`config.mk`:
```
export PLATFORM = sky130hd
export DESIGN_NAME = dir_copy_entry
export DESIGN_NICKNAME = d
export VERILOG_FILES = /design/src/rtl/dir_pkg.sv /design/src/rtl/dir_slot_match.sv /design/src/rtl/dir_slot_alloc.sv /design/src/rtl/dir_next_state.sv /design/src/rtl/dir_copy_entry.sv
export SDC_FILE = /design/constraint.sdc
export NUM_CORES = 1
export LEC_CHECK = 0
export ABC_AREA = 0
export CAP_MARGIN = 30
export CORE_AREA = 3 3 79 81
export DETAILED_ROUTE_END_ITERATION = 6
export DIE_AREA = 0 0 82 84
export DONT_BUFFER_PORTS = 1
export PLACE_DENSITY = 0.73
export SYNTH_ARGS = -nofsm -noshare
export SYNTH_HDL_FRONTEND = slang
export SYNTH_SLANG_ARGS = --single-unit
```
`constraint.sdc`:
```
create_clock -name clk -period 4 [get_ports clk]
set_clock_uncertainty 0.1 [all_clocks]
set_input_delay 0.6 -clock clk [delete_from_list [all_inputs] [get_ports clk]]
set_output_delay 0.6 -clock clk [all_outputs]
set_load 0.005 [all_outputs]
```
`src/rtl/dir_pkg.sv`:
```
package dir_pkg;

    typedef enum logic {
        TRACK_LIST  = 1'b0,
        TRACK_COUNT = 1'b1
    } track_mode_e;

    typedef enum logic {
        OP_REGISTER = 1'b0,
        OP_CLEANUP  = 1'b1
    } copy_op_e;

    // true when a count of the given width sits at its all-ones value
    function automatic logic cnt_is_max(input logic [31:0] cnt, input int unsigned width);
        logic [31:0] lim;
        lim = (32'd1 << width) - 32'd1;
        return cnt == lim;
    endfunction

endpackage

```
`src/rtl/dir_slot_match.sv`:
```
module dir_slot_match #(
    parameter int unsigned SLOTS = 4,
    parameter int unsigned SRC_W = 6
) (
    input  logic [SLOTS-1:0]            vld,
    input  logic [SLOTS-1:0][SRC_W-1:0] src,
    input  logic [SLOTS-1:0]            ins,
    input  logic [SRC_W-1:0]            key_src,
    input  logic                        key_ins,
    output logic [SLOTS-1:0]            hit_vec,
    output logic                        hit_any
);
    for (genvar g = 0; g < SLOTS; g++) begin : g_cmp
        assign hit_vec[g] = vld[g] && (src[g] == key_src) && (ins[g] == key_ins);
    end

    assign hit_any = |hit_vec;
endmodule

```
`src/rtl/dir_slot_alloc.sv`:
```
module dir_slot_alloc #(
    parameter int unsigned SLOTS = 4
) (
    input  logic [SLOTS-1:0] vld,
    output logic [SLOTS-1:0] free_vec,
    output logic             any_free
);
    logic found;

    always_comb begin
        free_vec = '0;
        found    = 1'b0;
        for (int i = 0; i < SLOTS; i++) begin
            if (!vld[i] && !found) begin
                free_vec[i] = 1'b1;
                found       = 1'b1;
            end
        end
    end

    assign any_free = found;
endmodule

```
`src/rtl/dir_next_state.sv`:
```
module dir_next_state
    import dir_pkg::*;
#(
    parameter int unsigned SLOTS = 4,
    parameter int unsigned SRC_W = 6,
    parameter int unsigned CNT_W = 8
) (
    input  track_mode_e                 mode_q,
    input  logic [CNT_W-1:0]            cnt_q,
    input  logic [SLOTS-1:0]            vld_q,
    input  logic [SLOTS-1:0][SRC_W-1:0] src_q,
    input  logic [SLOTS-1:0]            ins_q,
    input  logic                        fire,
    input  copy_op_e                    op,
    input  logic [SRC_W-1:0]            key_src,
    input  logic                        key_ins,
    input  logic [SLOTS-1:0]            hit_vec,
    input  logic                        hit_any,
    input  logic [SLOTS-1:0]            free_vec,
    input  logic                        any_free,
    output track_mode_e                 mode_d,
    output logic [CNT_W-1:0]            cnt_d,
    output logic [SLOTS-1:0]            vld_d,
    output logic [SLOTS-1:0][SRC_W-1:0] src_d,
    output logic [SLOTS-1:0]            ins_d
);
    localparam logic [CNT_W-1:0] OVF_CNT = CNT_W'(SLOTS + 1);
    localparam logic [CNT_W-1:0] ONE     = CNT_W'(1);

    always_comb begin
        mode_d = mode_q;
        cnt_d  = cnt_q;
        vld_d  = vld_q;
        src_d  = src_q;
        ins_d  = ins_q;
        if (fire) begin
            if (mode_q == TRACK_LIST) begin
                if (op == OP_REGISTER) begin
                    if (!hit_any) begin
                        if (any_free) begin
                            for (int i = 0; i < SLOTS; i++) begin
                                if (free_vec[i]) begin
                                    vld_d[i] = 1'b1;
                                    src_d[i] = key_src;
                                    ins_d[i] = key_ins;
                                end
                            end
                            cnt_d = cnt_q + ONE;
                        end else begin
                            mode_d = TRACK_COUNT;
                            cnt_d  = OVF_CNT;
                            vld_d  = '0;
                        end
                    end
                end else if (hit_any) begin
                    vld_d = vld_q & ~hit_vec;
                    cnt_d = cnt_q - ONE;
                end
            end else begin
                if (op == OP_REGISTER) begin
                    cnt_d = cnt_q + ONE;
                end else begin
                    cnt_d = cnt_q - ONE;
                    if (cnt_q == ONE) begin
                        mode_d = TRACK_LIST;
                    end
                end
            end
        end
    end
endmodule

```
`src/rtl/dir_copy_entry.sv`:
```
module dir_copy_entry
    import dir_pkg::*;
#(
    parameter int unsigned SLOTS = 4,
    parameter int unsigned SRC_W = 6,
    parameter int unsigned CNT_W = 8
) (
    input  logic                   clk,
    input  logic                   rst,
    input  logic                   req_valid,
    output logic                   req_ready,
    input  logic                   req_op,
    input  logic [SRC_W-1:0]       req_src,
    input  logic                   req_instr,
    input  logic [SRC_W-1:0]       qry_src,
    input  logic                   qry_instr,
    output logic                   qry_holder,
    output logic                   trk_mode,
    output logic [CNT_W-1:0]       copy_count,
    output logic [SLOTS-1:0]       slot_valid,
    output logic [SLOTS*SRC_W-1:0] slot_src,
    output logic [SLOTS-1:0]       slot_instr
);
    track_mode_e                 mode_q, mode_d;
    logic [CNT_W-1:0]            cnt_q, cnt_d;
    logic [SLOTS-1:0]            vld_q, vld_d;
    logic [SLOTS-1:0][SRC_W-1:0] src_q, src_d;
    logic [SLOTS-1:0]            ins_q, ins_d;

    logic [SLOTS-1:0] req_hit_vec, qry_hit_vec, free_vec;
    logic             req_hit_any, qry_hit_any, any_free;
    logic             fire, at_max;
    copy_op_e         op;

    assign op     = copy_op_e'(req_op);
    assign at_max = cnt_is_max(32'(cnt_q), CNT_W);

    // a registration in count mode is held off only when the count cannot grow
    assign req_ready = !((op == OP_REGISTER) && (mode_q == TRACK_COUNT) && at_max);
    assign fire      = req_valid && req_ready;

    dir_slot_match #(.SLOTS(SLOTS), .SRC_W(SRC_W)) u_req_match (
        .vld(vld_q), .src(src_q), .ins(ins_q),
        .key_src(req_src), .key_ins(req_instr),
        .hit_vec(req_hit_vec), .hit_any(req_hit_any)
    );

    dir_slot_match #(.SLOTS(SLOTS), .SRC_W(SRC_W)) u_qry_match (
        .vld(vld_q), .src(src_q), .ins(ins_q),
        .key_src(qry_src), .key_ins(qry_instr),
        .hit_vec(qry_hit_vec), .hit_any(qry_hit_any)
    );

    dir_slot_alloc #(.SLOTS(SLOTS)) u_alloc (
        .vld(vld_q), .free_vec(free_vec), .any_free(any_free)
    );

    dir_next_state #(.SLOTS(SLOTS), .SRC_W(SRC_W), .CNT_W(CNT_W)) u_next (
        .mode_q(mode_q), .cnt_q(cnt_q), .vld_q(vld_q), .src_q(src_q), .ins_q(ins_q),
        .fire(fire), .op(op), .key_src(req_src), .key_ins(req_instr),
        .hit_vec(req_hit_vec), .hit_any(req_hit_any),
        .free_vec(free_vec), .any_free(any_free),
        .mode_d(mode_d), .cnt_d(cnt_d), .vld_d(vld_d), .src_d(src_d), .ins_d(ins_d)
    );

    always_ff @(posedge clk) begin
        if (rst) begin
            mode_q <= TRACK_LIST;
            cnt_q  <= '0;
            vld_q  <= '0;
            src_q  <= '0;
            ins_q  <= '0;
        end else begin
            mode_q <= mode_d;
            cnt_q  <= cnt_d;
            vld_q  <= vld_d;
            src_q  <= src_d;
            ins_q  <= ins_d;
        end
    end

    // count mode has no locations, so every cache is a potential holder
    assign qry_holder = (mode_q == TRACK_COUNT) ? 1'b1 : qry_hit_any;
    assign trk_mode   = mode_q;
    assign copy_count = cnt_q;
    assign slot_valid = vld_q;
    assign slot_instr = ins_q;

    for (genvar g = 0; g < SLOTS; g++) begin : g_flat
        assign slot_src[g*SRC_W +: SRC_W] = src_q[g];
    end
endmodule

```
; ---- Word level (Yosys, flattened, before mapping)
; Cells that the tools add are included.
[op_classes]
n_addsub = 2
n_eq_ne = 25
muxes = 27
bitwise = 6
reduce_logical = 39
[op_table]
columns = operator, n
row1 = $eq A6 B6 Y1, 8
row2 = $mux W8, 6
row3 = $reduce_and A6 Y1, 4
row4 = $logic_and A1 B1 Y1, 22
row5 = $mux W1, 17
row6 = $mux W4, 4
row7 = $reduce_and A5 Y1, 3
row8 = $ne A3 B3 Y1 const B, 4
row9 = $add A8 B1 Y8 const B, 1
row10 = $eq A1 B1 Y1, 8
row11 = $eq A8 B1 Y1 const B, 1
row12 = $eq A8 B8 Y1 const B, 1
row13 = $reduce_or A4 Y1, 2
row14 = $sub A8 B1 Y8 const B, 1
row15 = $logic_not A1 Y1, 6
row16 = $and A4 B4 Y4, 1
row17 = $not A1 Y1, 4
row18 = $not A4 Y4, 1
row19 = $reduce_and A4 Y1, 1
row20 = $ne A3 B1 Y1 const B, 1
row21 = $reduce_and A3 Y1, 1
row22 = $ne A2 B1 Y1 const B, 1
row23 = $ne A2 B2 Y1 const B, 1
[totals]
ff_bits = 41
in_bits = 18
out_inout_bits = 43
word_cells = 113

; ---- Logic depth before layout (Yosys ltp)
; Gate-level depths: netlist of run 1.
[logic_depth]
depth_word = 13
mapped_depth = 15

; ---- Modules after synthesis
; From an unflattened synthesis of run 1, not the netlist that was laid out.
[hier_totals]
hier_cells = 325
area_unflattened_um2 = 2961.6
[modules_own_cells]
columns = module, n_inst, cells_each, area_each_um2, seq_area_each_um2
row1 = dir_copy_entry, 1, 92, 1148.6, 820.8
row2 = dir_next_state, 1, 132, 1013.5, 0.0
row3 = dir_slot_match, 2, 48, 381.6, 0.0
row4 = dir_slot_alloc, 1, 5, 36.3, 0.0

; ---- Least setup slack after synthesis of run 1
; OpenSTA, ideal clock, no wires.
[synth_path]
path_type = in2reg
startpoint = input port req_instr
endpoint = register vld_q[1], in the netlist slot_valid[1]
setup_ns = 0.131
arrival_ns = 2.505
t_required_ns = 3.769
path_slack_ns = 1.264
path_stages = 11
n_path_buf = 2
path_cell_list = buf_6 -> xor2_1 -> nor4_1 -> nand4_1 -> and4_1 -> buf_6 -> ha_1 -> nor4_1 -> nand2_1 -> a22oi_1 -> nor2_1
[synth_between]
elab_chain_len = 6
[synth_lines]
columns = item, line_no
row1 = start: declaration, dir_copy_entry.sv:14  ; input logic req_instr,
row2 = branches (longest 6 deep; another with $reduce_and A5 Y1), --
row3 = end signal: assignment, dir_copy_entry.sv:76  ; vld_q <= vld_d;
row4 = end: declaration, dir_copy_entry.sv:26  ; logic [SLOTS-1:0] vld_q, vld_d;
; Parallel ways; which one is timed is not known. The select of a mux whose other input is x is not followed.
; A chain may end at the register's enable or synchronous reset.

; ---- Worst setup path in the final report of run 1
[layout_path]
startpoint = register src_q (netlist bit slot_src[18])
endpoint = register vld_q[1], in the netlist slot_valid[1]
[layout_between]
elab_chain_len = 6
[layout_lines]
columns = item, line_no
row1 = start: declaration, dir_copy_entry.sv:27  ; logic [SLOTS-1:0][SRC_W-1:0] src_q, src_d;
row2 = start signal: assignment, dir_copy_entry.sv:77  ; src_q <= src_d;
row3 = $eq A6 B6 Y1 *, dir_slot_match.sv:14  ; assign hit_vec[g] = vld[g] && (src[g] == key_src) && (ins[g] == key_ins);
row4 = $logic_and A1 B1 Y1 * (2 in a row), dir_slot_match.sv:14
row5 = $reduce_or A4 Y1 *, dir_slot_match.sv:17  ; assign hit_any = |hit_vec;
row6 = $ne A2 B1 Y1 (no line) or $ne A2 B2 Y1 (tied branches), --
row7 = $reduce_and A5 Y1 (no line) *, --
; Every way passes the cells marked *; elsewhere a longest branch is shown, timed or not.

==> results of run 1 <==
critical path: stages, from the launching register on:
cell and delay, ps:
dfxtp_1 490, xor2_1 120, nor4_1 330, nand4_1 170, and4_1 340, ha_1 210, nor4_1 510, nand2_1 100
a22oi_1 200, nor2_1 50
how the worst min path moves through the flow:
stage	from	end	slack, ps	cells past startpoint
after floorplan	copy_count[5]	copy_count[5]	440	2
after global placement	slot_instr[3]	slot_instr[3]	470	2
after detailed placement	slot_src[13]	slot_src[13]	480	2
after CTS	rst	copy_count[7]	240	1
after global routing	rst	copy_count[1]	230	1
final	rst	copy_count[7]	250	1
per-layer routing:
layer  share of wire, %  GRT usage (%)  vias up
met3                9.1           6.91       14
met1                 43           29.9     1066
met2                 46           32.5       98
li1                   -              -     1093
met5                  0              0        -
met4                2.0           8.31        0
report_power, final:
group / leakage (nW) / switching, mW / internal, mW
logic: 0.687 / 0.0526 / 0.0493
clock network: 0.0554 / 0.158 / 0.187
registers: 0.332 / 0.0236 / 0.419
cells by family (layout without fill, tap and decap cells):
kind of cell	Yosys count	count (layout)	synth area share, %
buf+inv	32	14	7.27
compound gates	43	43	10.0
xor+xnor	57	57	18.0
flops	41	41	29.6
simple gates	118	118	21.4
mux	31	31	11.4
fa+ha+maj	5	5	2.26
cell type report:
cell class	count	area share, %
clock inverters	2	1.39
flip-flops and latches	41	29.4
inverters	6	0.895
multi-input cells	254	62.6
well taps	72	3.22
clock buffers	6	2.60
flip-flops by register name, indices dropped and copies added (netlist names):
name	flops
copy_count	8
slot_instr	4
slot_src	24
slot_valid	4
trk_mode	1
layout by cell type, fill, tap and decap left out, types with 7 or more instances in the layout:
| cell type | n |
|---|---|
| nor2_1 | 52 |
| dfxtp_1 | 41 |
| xor2_1 | 38 |
| mux2i_1 | 30 |
| xnor2_1 | 19 |
| nand2_1 | 19 |
| a21oi_1 | 15 |
| nor4_1 | 11 |
| nand4_1 | 11 |
| o21ai_0 | 10 |
| nand3_1 | 7 |
==> metrics.yaml, run 1 <==
worst_setup_path:
  cp.required_ps: 4100
  worstPathArrival_ps: 2830
  r2r_setup_slack_ps: 1270
  startpoint: "slot_src[18]"
  crit_path_start_kind: "flip-flop"
  crit_fanout: 5
  path_class: "reg -> reg"
  setup.worst_path.end: "slot_valid[1]"
  rr_endpoint: "slot_valid[1]"
  ff2ff_path_depth: 9
  reg2reg_from: "slot_src[18]"
  end_kind: "flip-flop"
timing:
  setup_slack_ps: 1270
  finalCritPeriodShare_pct: 68.1
  tightest_slew_ps: 779
  fin_tns_setup_ps: 0
  finalHoldViolCount: 0
  whs_ps: 248
  min_period_ps: 2730
  rsz0062_at_grt: "no"
  fmax_mhz: 367
  setup_violations: 0
  max_slew_margin_pct: 47.7
  drv_slew: 0
cts:
  cts_setup_buffers: 0
  cts_resized: 0
  clk_path_buf_depth: 2
  insertion_delay_ps: 310
  cts_tree: "yes"
  clkTransAtPathRegs_ps: 90
  htree_levels: 2
  postCtsHoldBufs: 0
  numCtsBuffers: 5
  cts_sinks: 41
  cts_root_buffer: "clkbuf_8"
logic_synthesis:
  yosysWarnings: 0
  synth-seq-area-share_pct: 29.6
  synthCells: 327
  ys_seq_elements: 41
  yosysMostFrequentCell: "nor2_1"
  synth_edf_count: 0
  ys_types: 40
  syn_area_um2: 2770
  synth_top_area_share_pct: 29.6
  synth_ff_type: "dfxtp_1"
  synthTopCellsByCount: "nor2_1, dfxtp_1, xor2_1"
  syn_area_per_cell_um2: 8.48
  synth_nets: 350
  yosys-top-cells-area: "dfxtp_1, xor2_1, mux2i_1"
  async_flop_share_pct: 0
  yosysTopAreaCell: "dfxtp_1"
routing:
  drt_iter0_markers: 219
  drtPass1Iterations: 4
  wl_um: 7220
  viasPerCell: 5.96
  wire_per_inst_um: 19.0
  via_count: 2271
  drtAntennaViolNets: 0
  drc: 0
grt:
  grt_pass1_wl_um: 12000
  grt_max_degree: 42
  grt_util_all_layers_pct: 22.2
  antenna_found_initial: 0
  gr-total-overflow: 0
  grt_pass1_vias: 2288
cells_and_area:
  fin_nets: 331
  num-fill-cells: 569
  area.sequential_um2: 821
  layout-drive-gt1-share_pct: 5.50
  fin_util_pct: 50.5
  fin_area_um2: 2800
  finalNonFillerCells: 381
  area_growth_pct: 0.903
  multi_input_area_um2: 1750
  n_antenna_cell: 0
floorplanning:
  die_x_um: 82
  chipHeight_um: 84
  initial_core_util_pct: 50.0
  die-area_um2: 6890
  pin_count: 61
  placementRows: 27
  core_area_um2: 5540
placement:
  pre_cts_slack_ps: 1070
  placed_cells: 373
  io_buffers: 0
  hpwl_um: 5340
  placed_cell_area_um2: 2690
  place_congestion: 0.879
pwr:
  ir_drop_mv: 0.240
  p_per_area_nw_per_um2: 318
  power_leakage_nw: 1.07
  total_power_mw: 0.890
min_path:
  hp-class: "in -> reg"
run_status:
  outcome: "complete, no violations"
run:
  maxCapViolCount: 0
(Power assumes the default switching activity.)
==> inputs of run 2 (changes only) <==
==> constraint.sdc (replaced) <==
create_clock -name clk -period 2.8 [get_ports clk]
set_clock_uncertainty 0.1 [all_clocks]
set_input_delay 0.42 -clock clk [delete_from_list [all_inputs] [get_ports clk]]
set_output_delay 0.42 -clock clk [all_outputs]
set_load 0.005 [all_outputs]
==> run 2 against run 1 <==
Non-clock buffer count up 17. Count of clock-buffer cells in the layout down 1. Routed wire length up 0.61%. Maximum frequency up 5.7%. Sequential share of layout area down 1.1 points. Global-route usage down 0.13 points. Via count up 2.5%. Worst hold slack worse by 180 ps. Critical path type unchanged. Largest cell class unchanged.
==> metrics.yaml, run 2 (same netlist as run 1, synthesis figures left out) <==
run_status:
  outcome: "complete, no violations"
grt:
  gr-total-overflow: 0
  grt_max_degree: 42
  grt_pass1_vias: 2304
  antenna_found_initial: 0
  grt_use_met3_pct: 8.42
  grt_util_all_layers_pct: 22.0
  grt_pass1_wl_um: 11900
  grtUsageMet2_pct: 33.1
  met1_usage_pct: 29.4
  gr-max-usage-layer: "met2"
cts:
  numCtsBuffers: 5
  clkTransAtPathRegs_ps: 90
  htree_levels: 2
  cts_setup_buffers: 0
  cts_tree: "yes"
  insertion_delay_ps: 300
  cts_sinks: 41
  cts_root_buffer: "clkbuf_8"
  postCtsHoldBufs: 0
  clk_path_buf_depth: 2
timing:
  max_slew_margin_pct: 63.3
  rsz0062_at_grt: "no"
  setup_slack_ps: 221
  finalHoldViolCount: 0
  finalCritPeriodShare_pct: 92.1
  fin_tns_setup_ps: 0
  whs_ps: 73.2
  min_period_ps: 2580
  tightest_slew_ps: 549
  drv_slew: 0
  setup_violations: 0
  fmax_mhz: 388
placement:
  hpwl_um: 5590
  io_buffers: 0
  placed_cells: 390
  place_congestion: 0.946
  pre_cts_slack_ps: 220
  placed_cell_area_um2: 2810
cells_and_area:
  mostFrequentLayoutCells: "nor2_1, dfxtp_1, xor2_1"
  fin_area_um2: 2910
  fin_util_pct: 52.6
  fin_nets: 348
  n_antenna_cell: 0
  layout-drive-gt1-share_pct: 11.3
  num-fill-cells: 525
  area_growth_pct: 5.06
  mostFrequentLayoutCell: "nor2_1"
  finalNonFillerCells: 398
  largest_reg_flops: 24
pwr:
  p_per_area_nw_per_um2: 409
  pwr-share-clk_pct: 33.9
  power_leakage_nw: 1.16
  ir_drop_mv: 0.241
  p_sw_share_pct: 28.4
  switchingPower_mw: 0.338
  pwr-share-seq_pct: 52.3
  total_power_mw: 1.19
  power_frac_comb_pct: 13.8
  intPower_mw: 0.853
floorplanning:
  initial_core_util_pct: 50.0
  core_area_um2: 5540
  die-area_um2: 6890
  pin_count: 61
  chipHeight_um: 84
  die_x_um: 82
  placementRows: 27
routing:
  via_count: 2328
  drc: 0
  drt_iter0_markers: 272
  drtAntennaViolNets: 0
  wire_per_inst_um: 18.3
  viasPerCell: 5.85
  wl_um: 7270
  drtPass1Iterations: 5
worst_setup_path:
  path_class: "reg -> reg"
  crit_path_start_kind: "flip-flop"
  cp.required_ps: 2910
  r2r_setup_slack_ps: 220
  ff2ff_path_depth: 8
  rr_endpoint: "slot_src[8]"
  reg2reg_from: "slot_src[23]"
  crit_fanout: 11
  worstPathArrival_ps: 2690
  end_kind: "flip-flop"
run:
  maxCapViolCount: 0
min_path:
  hold_end: "slot_instr[1]"
  whs_path_depth: 1
  hp-class: "in -> reg"
  hold_start: "rst"
## run 2: routing by layer
layer | vias up | share of wire, %
met3 | 12 | 9.5
met4 | 0 | 1.3
met1 | 1098 | 44
met5 | - | 0
met2 | 94 | 46
li1 | 1124 | -
## run 2: critical path, cell delays in order, from the launching register on
cell	delay [ps]
dfxtp_1	450
xor2_1	190
nor4_1	70
nand4_1	140
and4_1	370
inv_4	130
or4_1	730
mux2i_1	250
nor2_1	50
## run 2: worst max-delay path by stage
stage	start	endpoint	slack (ps)	cells after the start
floorplan	req_instr	slot_valid[1]	240	11
global placement	req_instr	slot_valid[3]	230	12
detailed placement	req_instr	slot_valid[3]	220	12
CTS	slot_instr[1]	slot_src[8]	200	8
global route	slot_src[2]	slot_valid[3]	60	12
finish	slot_src[23]	slot_src[8]	220	8
## run 2: layout make-up
class | instances | area (um2) | share of cell area [%]
well taps | 72 | 90.1 | 3.09
clock buffers | 5 | 68.8 | 2.36
inverters | 6 | 25.0 | 0.859
clock inverters | 3 | 22.5 | 0.774
multi-input cells | 254 | 1760 | 60.3
flip-flops and latches | 41 | 822 | 28.2
repair buffers | 17 | 128 | 4.38
## run 2: power groups by stage
| stage | logic, mW | clock network [mW] | registers, mW |
|---|---|---|---|
| after global placement | 0.159 | 0 | 0.635 |
| after detailed placement | 0.161 | 0 | 0.636 |
| after CTS | 0.162 | 0.412 | 0.623 |
| after global routing | 0.183 | 0.446 | 0.626 |
| after floorplan | 0.161 | 0 | 0.630 |
| final | 0.165 | 0.404 | 0.623 |
## run 2: timing repair
action / in CTS / in global routing
setup endpoints to repair: 0 / 3
endpoints found under the hold margin: 0 / 0
resized for setup: 0 / 2
